`src/rtl/warp_issue_sched.sv`:
```
module warp_issue_sched #(
  parameter int NUM_WARPS = 24,
  parameter int PC_W = 16,
  parameter int CNT_W = 3,
  localparam int WID_W = $clog2(NUM_WARPS)
) (
  input  logic                 clk,
  input  logic                 rst_n,
  input  logic                 launch_valid,
  input  logic [PC_W-1:0]      launch_pc,
  output logic                 launch_ready,
  output logic [WID_W-1:0]     launch_slot,
  output logic [NUM_WARPS-1:0] occupancy,
  input  logic [NUM_WARPS-1:0] nxt_valid,
  input  logic [NUM_WARPS-1:0] nxt_load,
  input  logic [NUM_WARPS-1:0] nxt_dep,
  input  logic [NUM_WARPS-1:0] nxt_exit,
  input  logic                 ret_valid,
  input  logic [WID_W-1:0]     ret_warp,
  output logic                 issue_valid,
  output logic [WID_W-1:0]     issue_warp,
  output logic [PC_W-1:0]      issue_pc,
  output logic                 issue_load,
  output logic                 issue_exit,
  output logic                 retire_valid,
  output logic [WID_W-1:0]     retire_slot
);

  localparam logic [CNT_W-1:0] CNT_MAX = '1;

  logic [NUM_WARPS-1:0] occ, elig, inc_v, dec_v;
  logic [PC_W-1:0]      pc  [NUM_WARPS];
  logic [CNT_W-1:0]     cnt [NUM_WARPS];
  logic [WID_W-1:0]     last, sel, free_slot;
  logic                 found, launch_fire;

  for (genvar g = 0; g < NUM_WARPS; g++) begin : g_warp
    logic busy;
    assign busy     = cnt[g] != '0;
    assign elig[g]  = occ[g] & nxt_valid[g]
                    & ~(busy & (nxt_dep[g] | nxt_exit[g]))
                    & ~(nxt_load[g] & (cnt[g] == CNT_MAX));
    assign inc_v[g] = issue_load && (sel == WID_W'(g));
    assign dec_v[g] = ret_valid && (ret_warp == WID_W'(g)) && busy;
  end

  always_comb begin
    int idx;
    found = 1'b0;
    sel   = '0;
    for (int k = 0; k < NUM_WARPS; k++) begin
      idx = int'(last) + 1 + k;
      if (idx >= NUM_WARPS) idx = idx - NUM_WARPS;
      if (!found && elig[idx]) begin
        found = 1'b1;
        sel   = WID_W'(idx);
      end
    end
  end

  always_comb begin
    free_slot = '0;
    for (int k = NUM_WARPS - 1; k >= 0; k--)
      if (!occ[k]) free_slot = WID_W'(k);
  end

  assign launch_ready = ~&occ;
  assign launch_slot  = free_slot;
  assign launch_fire  = launch_valid & launch_ready;
  assign occupancy    = occ;
  assign issue_valid  = found;
  assign issue_warp   = sel;
  assign issue_pc     = pc[sel];
  assign issue_exit   = found & nxt_exit[sel];
  assign issue_load   = found & nxt_load[sel] & ~nxt_exit[sel];
  assign retire_valid = issue_exit;
  assign retire_slot  = sel;

  always_ff @(posedge clk) begin
    if (!rst_n) begin
      occ  <= '0;
      last <= WID_W'(NUM_WARPS - 1);
      for (int i = 0; i < NUM_WARPS; i++) begin
        pc[i]  <= '0;
        cnt[i] <= '0;
      end
    end else begin
      if (found) last <= sel;
      for (int i = 0; i < NUM_WARPS; i++) begin
        if (launch_fire && free_slot == WID_W'(i)) begin
          occ[i] <= 1'b1;
          pc[i]  <= launch_pc;
          cnt[i] <= '0;
        end else begin
          if (issue_exit && sel == WID_W'(i)) occ[i] <= 1'b0;
          if (found && sel == WID_W'(i)) pc[i] <= pc[i] + 1'b1;
          case ({inc_v[i], dec_v[i]})
            2'b10:   cnt[i] <= cnt[i] + 1'b1;
            2'b01:   cnt[i] <= cnt[i] - 1'b1;
            default: ;
          endcase
        end
      end
    end
  end

  assert_issue_occupied_R10: assert property (@(posedge clk) disable iff (!rst_n)
    issue_valid |-> occupancy[issue_warp]);

  assert_full_refused_R3: assert property (@(posedge clk) disable iff (!rst_n)
    (!launch_ready && !retire_valid) |=> $stable(occupancy));

  assert_launch_sets_R2: assert property (@(posedge clk) disable iff (!rst_n)
    (launch_valid && launch_ready) |=> occupancy[$past(launch_slot)]);

  assert_retire_clears_R9: assert property (@(posedge clk) disable iff (!rst_n)
    retire_valid |=> !occupancy[$past(retire_slot)]);

  assert_exit_drained_R4: assert property (@(posedge clk) disable iff (!rst_n)
    issue_exit |-> cnt[issue_warp] == '0);

endmodule

```
`config.mk`:
```
export PLATFORM = sky130hd
export DESIGN_NAME = warp_issue_sched
export DESIGN_NICKNAME = d
export VERILOG_FILES = /design/src/rtl/warp_issue_sched.sv
export SDC_FILE = /design/constraint.sdc
export NUM_CORES = 2
export LEC_CHECK = 0
export ABC_AREA = 1
export ABC_CLOCK_PERIOD_IN_PS = 9670
export BUFFER_PORTS_ARGS = -buffer_cell sky130_fd_sc_hd__buf_4
export CORE_UTILIZATION = 64
export DETAILED_ROUTE_END_ITERATION = 10
export PLACE_DENSITY = 0.86
export SYNTH_ARGS = -nofsm -noshare
export SYNTH_HDL_FRONTEND = slang
export SYNTH_SLANG_ARGS = --single-unit
```
`constraint.sdc`:
```
create_clock -name clk -period 9.67 [get_ports clk]
set_input_delay 0.4835 -clock clk [delete_from_list [all_inputs] [get_ports clk]]
set_output_delay 0.4835 -clock clk [all_outputs]
set_load 0.01 [all_outputs]
```
# Word level (Yosys, flattened, before mapping)
# Memories as Yosys holds them, arrays and structs flattened.
# Index checks and enable logic that the tools add are counted.
# W data, S select, Z words.
# word_totals
regBits	29
ramBits	456
n_memories	2
# classes
addsub	120
magnitude_cmp	49
eq_ne	141
n_mux	701
bitwise_logic	317
n_reduce_logical	243
# mem_list
memory	words	word_bits	rd	rd_clocked_by_memory_dff	wr	line	rtl
pc	24	16	25	0	24	32	logic [PC_W-1:0] pc [NUM_WARPS];
cnt	24	3	24	0	24	33	logic [CNT_W-1:0] cnt [NUM_WARPS];
# ops
cell	n
$lt A32 B7 Y1 const B	24
$mux W16	48
$mux W32	24
$ge A32 B6 Y1 const B	23
$sub A32 B6 Y32 const B	23
$mux W1	483
$add A16 B1 Y16 const B	24
$add A32 B5 Y32 const B	8
$mux W5	48
$add A32 B6 Y32 const B	7
$mux W3	72
$logic_and A1 B1 Y1	167
$or A1 B1 Y1	144
$bmux W1 S5	26
$add A32 B4 Y32 const B	4
$and A1 B1 Y1	124
$eq A5 B4 Y1 const B	24
$eq A5 B5 Y1 const B	24
$add A3 B1 Y3 const B	24
$eq A3 B3 Y1 const B	24
$reduce_bool A3 Y1	24
$sub A3 B1 Y3 const B	24
$add A32 B3 Y32 const B	2
$eq A5 B3 Y1 const B	12
other kinds (15)	164

# Depth between registers and ports, before layout
# logic_depth
ltp_word	90
mapped_depth	53
mapped_depth_nobuf	51

# Worst setup path before layout
# Ideal clock, no wire load.
# synth_path
path_type	reg-to-reg
startpoint	register last[0]
endpoint	memory pc[10][0] (enable)
arrival_ns	6.778
required_ns	9.259
slack_ns	2.481
path_stages_with_launch	37
n_path_buf	6
synth_period_minus_slack_ns	7.189
path_cell_list	dfxtp_1 inv_1 clkbuf_1 ha_1 inv_1 clkbuf_1 buf_2 ha_1 inv_1 a21oi_2 xor2_1 inv_2 ha_1 inv_1 nand2_1 nand2_1 inv_1 nand3_1 nand2_1 nand2_1 nand4_2 nor2_4 nand4_1 nor2_1 nand4_1 nor2_2 nand4_2 nor2_2 nand2_1 clkinv_1 nand2_1 nand4_4 buf_4 nand2_2 buf_2 buf_1 o21ai_0
# synth_lines
element	line	rtl
start: declaration	34	logic [WID_W-1:0] last, sel, free_slot;
start signal: assignment	82	last <= WID_W'(NUM_WARPS - 1);
start signal: assignment	88	if (found) last <= sel;
end: declaration	32	

# Worst setup path after layout
# layout_path
startpoint	register last[0]
endpoint	output port issue_pc[2]
# layout_via
elab_chain_cells	77
word_cells_on_any_way	262
cone_classes	48 x add/sub; 24 x order compare; 143 x mux; 46 x reduce/logical; 1 x memory
# layout_lines
element	line	rtl
$add A5 B1 Y6 *	52	idx = int'(last) + 1 + k;
parallel branches: the longest is 74 deep, another holds $add A32 B2 Y32	--	
$mux W5 *	54	if (!found && elig[idx]) begin
$mem_v2 Z24 W16 *	--	
end: declaration	22	output logic [PC_W-1:0] issue_pc,
# Mark *: on every way between the ends. The select of a mux whose other input is x is not followed.

==> impl_summary.md <==
Placed design
Once placement completed, the tool counted placed cells totaling 5966. The final RePlAce weighted congestion is roughly 1.1. The detailed placer's ending HPWL is approximately 110000 um.

The number of buffers inserted by port buffering is 180. OpenSTA, run right after detailed placement, puts the worst setup slack at between 700 and 800 ps.

STA
The worst-case clock skew is about 47 ps. The number of max-slew violations in the final report came to 0. The total of endpoints with negative setup slack in the final report is 0. The relative max-transition margin is 0.0239. After layout, the worst setup slack is between 400 and 500 ps. The slew at the pin closest to its max-slew limit is 1460 ps. The minimum clock period after layout is between 9000 and 10000 ps. In the finished design, the share of the clock period the worst path needs comes to 0.956. The peak clock frequency supported by timing is 0.108 GHz.

The final-report hold violation count is 0. The setup total negative slack is 0 ps.

Floorplan
The die area is 0.0617 mm2. Measured along the x axis, the die boundary spans around 250 um. Row generation in the floorplan step produced between 80 and 90 rows.

The core region is roughly 0.060 mm2. The I/O pin count is between 150 and 200. From bottom edge to top edge, the die measures roughly 250 um. The initial standard-cell utilization of the core is 0.653.

Status
The flow ran to the end, but the final reports show violations. The checks that failed: max-capacitance violations.

Global route
The residual overflow from global routing is 0. The global routing met1 resource utilization is 0.589. Across every metal layer, demand over resource in global routing totals 0.457. The busiest layer in global routing is met2. The pin count of the biggest net entering global routing is 93.

The via count of the first global-routing pass is approximately 37k. The met3 track demand over resource in global routing is 0.109. For met2 alone, demand over resource in global routing was 0.697. The number of antenna violations at the first check in global routing came to 2.

The first global-routing pass estimated about 220000 um of wire.

Routing
The detailed router placed approximately 40k vias in this run. The average wire per cell in the routed design is ~24 um. The number of violations reported at the end of detailed-routing iteration 0 is approximately 6.7k. The detailed-route vias per instance is 6.61.

The number of design rule violations left after detail routing is 0. The antenna violation net count after detailed routing is 0. Summed over all layers, the routed wires come to ~150000 um. The total iterations of the first detailed-routing run is 7.

Synthesis
The commonest cells after synthesis are 1235 x sky130_fd_sc_hd__nand2_1, 593 x sky130_fd_sc_hd__inv_1, 502 x sky130_fd_sc_hd__nand3_1. The part of the Yosys area used for sequential elements is 0.367. The area share of the largest cell type after synthesis is 0.352. A synthesized cell averages approximately 7.5 um2. The post-synthesis instance area is 0.0389 mm2. The most frequent cell after synthesis is sky130_fd_sc_hd__nand2_1.

Of all cell types, the one taking the most synthesized area is sky130_fd_sc_hd__edfxtp_1. The Yosys warning count is 0. The number of synthesized flops with an enable pin is between 400 and 500. The most used flip-flop cell after synthesis is sky130_fd_sc_hd__edfxtp_1. The cell count after synthesis is roughly 5k.

The number of library cell types mapped by synthesis is just under 70. The number of nets produced by synthesis is ~5.4k. For this run, asynchronously set or reset flops after synthesis account for 0.

In this run, synthesis produced a sequential element count of ~490. Yosys attributes the largest share of cell area to sky130_fd_sc_hd__edfxtp_1 35%, sky130_fd_sc_hd__nand2_1 12%, sky130_fd_sc_hd__nand3_1 6.5%.

CTS
In this run the clock root is driven by a sky130_fd_sc_hd__clkbuf_16. Clock tree synthesis inserted a total of 53 buffers. The clock net in this run drives a total of 485 sinks. After clock tree synthesis, the clock-pin slew on the worst setup and hold paths is around 60 ps. The latest clock arrival within the worst-skew pair is about 640 ps. The clock tree from TritonCTS is built. The H-tree generated during clock tree synthesis spans 2 levels. The clock passes through at most 3 buffers.

Flow run
The count of max-cap constraint violations is 1.

Worst setup path
The kind of capture point of the worst setup path is an output pin. Along the worst path, the maximum fanout reaches 88. In this design, the stage delay of the slowest critical-path cell is ~540 ps. Among the stages of the critical path, the cell type that occurs most often is sky130_fd_sc_hd__nand2_1. The largest individual stage delay along the critical path comes from the cell sky130_fd_sc_hd__dfxtp_2. In this design, the largest share of critical-path delay is due to simple AND/OR/NAND/NOR gates. The required time of the critical path is approximately 9200 ps. The data arrival at the endpoint of the critical path is 8760 ps. The launching element type of the critical path is a flop. The critical path is of the reg2out type.

Counting both buffers and inverters, the worst setup path holds a total of 7.

Layout
The area growth from synthesis to layout is 9.81%. The utilization of the core after routing is 0.717. Across the whole layout, storage elements account for around 0.014 mm2. The share of cells above drive strength 1 is 0.0922. The filler cells instantiated in the layout total 4772.

Summing all multi-input logic gate instances after layout gives ~0.021 mm2. In the final design database the tool counted ~5.5k nets. The number of standard cells in the layout, taps in and fillers out is ~6.1k.

Hold path
The worst hold path belongs to the class in2reg.
[per-layer routing]
metal	vias to the layer above	share of wire
met5	-	0
met4	0	0.072
met3	698	0.15
met2	3457	0.43
met1	18287	0.35
li1	17708	-
[through the flow]
stage                     area (um2)  hold slack [ps]
after floorplan                38900              523
after global placement         40800              553
after detailed placement       40800              570
after CTS                      42600              236
after global routing           42700              262
final                          42700              255
[what timing repair did]
action	CTS	global route
setup endpoints to repair	0	46
gates resized for setup	0	9
setup buffers	0	3
hold buffers	0	0
[worst register-to-register path, delay by kind of cell, from the launching register on]
family / cells / cell delay (ps)
xor+xnor: 1 / 220
buf+inv: 7 / 1440
compound gates: 4 / 840
simple gates: 24 / 4600
fa+ha+maj: 3 / 860
flops: 1 / 540
[cell families (layout without fill, tap and decap cells)]
family | count (synthesis) | in the layout | synth area share
multiplexers | 3 | 3 | 0.000772
AND/OR/NAND/NOR | 2412 | 2412 | 0.278
adder cells (fa/ha/maj) | 159 | 159 | 0.0512
flip-flops | 485 | 485 | 0.367
buffers and inverters | 846 | 984 | 0.0854
other | 0 | 4 | 0
XOR/XNOR | 372 | 372 | 0.0861
AO/OA/AOI/OAI | 877 | 878 | 0.132
[sequential cells by signal, summed over array words and instances (netlist names)]
| register | count |
|---|---|
| pc | 384 |
| cnt | 72 |
| occupancy | 24 |
| last | 5 |
[area by class of cell]
cell class                 instances  share of cell area
clock buffer                      67              0.0333
antenna                            4            0.000234
tap                              773              0.0227
multi-input combinational       3824               0.499
timing repair buffer             239              0.0433
clock inverter                    29             0.00999
sequential                       485               0.334
inverter                         649              0.0572
[final timing paths]
check / start / to / slack [ps] / depth (start not counted)
worst min-delay path: launch_pc[9] / pc[11][9] / 260 / 2
worst min register to register: occupancy[12] / occupancy[12] / 590 / 2
worst max-delay path: last[0] / issue_pc[2] / 430 / 41
worst max register to register: last[0] / pc[0][11] / 830 / 39
[placed cells by master (no fill, tap or decap), types with 5 or more instances in the layout]
| cell | n |
|---|---|
| sky130_fd_sc_hd__nor2_1 | 304 |
| sky130_fd_sc_hd__nor2_4 | 16 |
| sky130_fd_sc_hd__o2111ai_1 | 45 |
| sky130_fd_sc_hd__o21bai_1 | 5 |
| sky130_fd_sc_hd__nor3b_1 | 32 |
| sky130_fd_sc_hd__xor2_1 | 246 |
| sky130_fd_sc_hd__xnor2_1 | 120 |
| sky130_fd_sc_hd__o221ai_1 | 6 |
| sky130_fd_sc_hd__nor2_2 | 26 |
| sky130_fd_sc_hd__a31oi_1 | 33 |
| sky130_fd_sc_hd__clkinv_1 | 12 |
| sky130_fd_sc_hd__bufinv_16 | 9 |
| sky130_fd_sc_hd__buf_4 | 234 |
| sky130_fd_sc_hd__nand2_1 | 1235 |
| sky130_fd_sc_hd__nand3_1 | 502 |
| sky130_fd_sc_hd__a21oi_1 | 135 |
| sky130_fd_sc_hd__dfxtp_1 | 28 |
| sky130_fd_sc_hd__o21a_1 | 7 |
| sky130_fd_sc_hd__edfxtp_1 | 456 |
| sky130_fd_sc_hd__or2_2 | 10 |
| sky130_fd_sc_hd__o211ai_1 | 20 |
| sky130_fd_sc_hd__nand4_1 | 130 |
| sky130_fd_sc_hd__nand3_2 | 9 |
| sky130_fd_sc_hd__nand2_2 | 25 |
| sky130_fd_sc_hd__clkbuf_1 | 12 |
| sky130_fd_sc_hd__inv_1 | 591 |
| sky130_fd_sc_hd__inv_2 | 46 |
| sky130_fd_sc_hd__a22oi_1 | 17 |
| sky130_fd_sc_hd__ha_1 | 158 |
| sky130_fd_sc_hd__clkinv_2 | 7 |
| sky130_fd_sc_hd__o21ai_1 | 69 |
| sky130_fd_sc_hd__nand4_2 | 5 |
| sky130_fd_sc_hd__o21ai_0 | 343 |
| sky130_fd_sc_hd__a211oi_1 | 20 |
| sky130_fd_sc_hd__nor3_1 | 75 |
| sky130_fd_sc_hd__nand3b_1 | 30 |
| sky130_fd_sc_hd__o22ai_1 | 146 |
| sky130_fd_sc_hd__clkbuf_16 | 55 |
| sky130_fd_sc_hd__clkinvlp_4 | 6 |
Power is left out: the tool's default activity adds up to more than one toggle a clock period on the data nets, which glitch-free logic cannot reach.
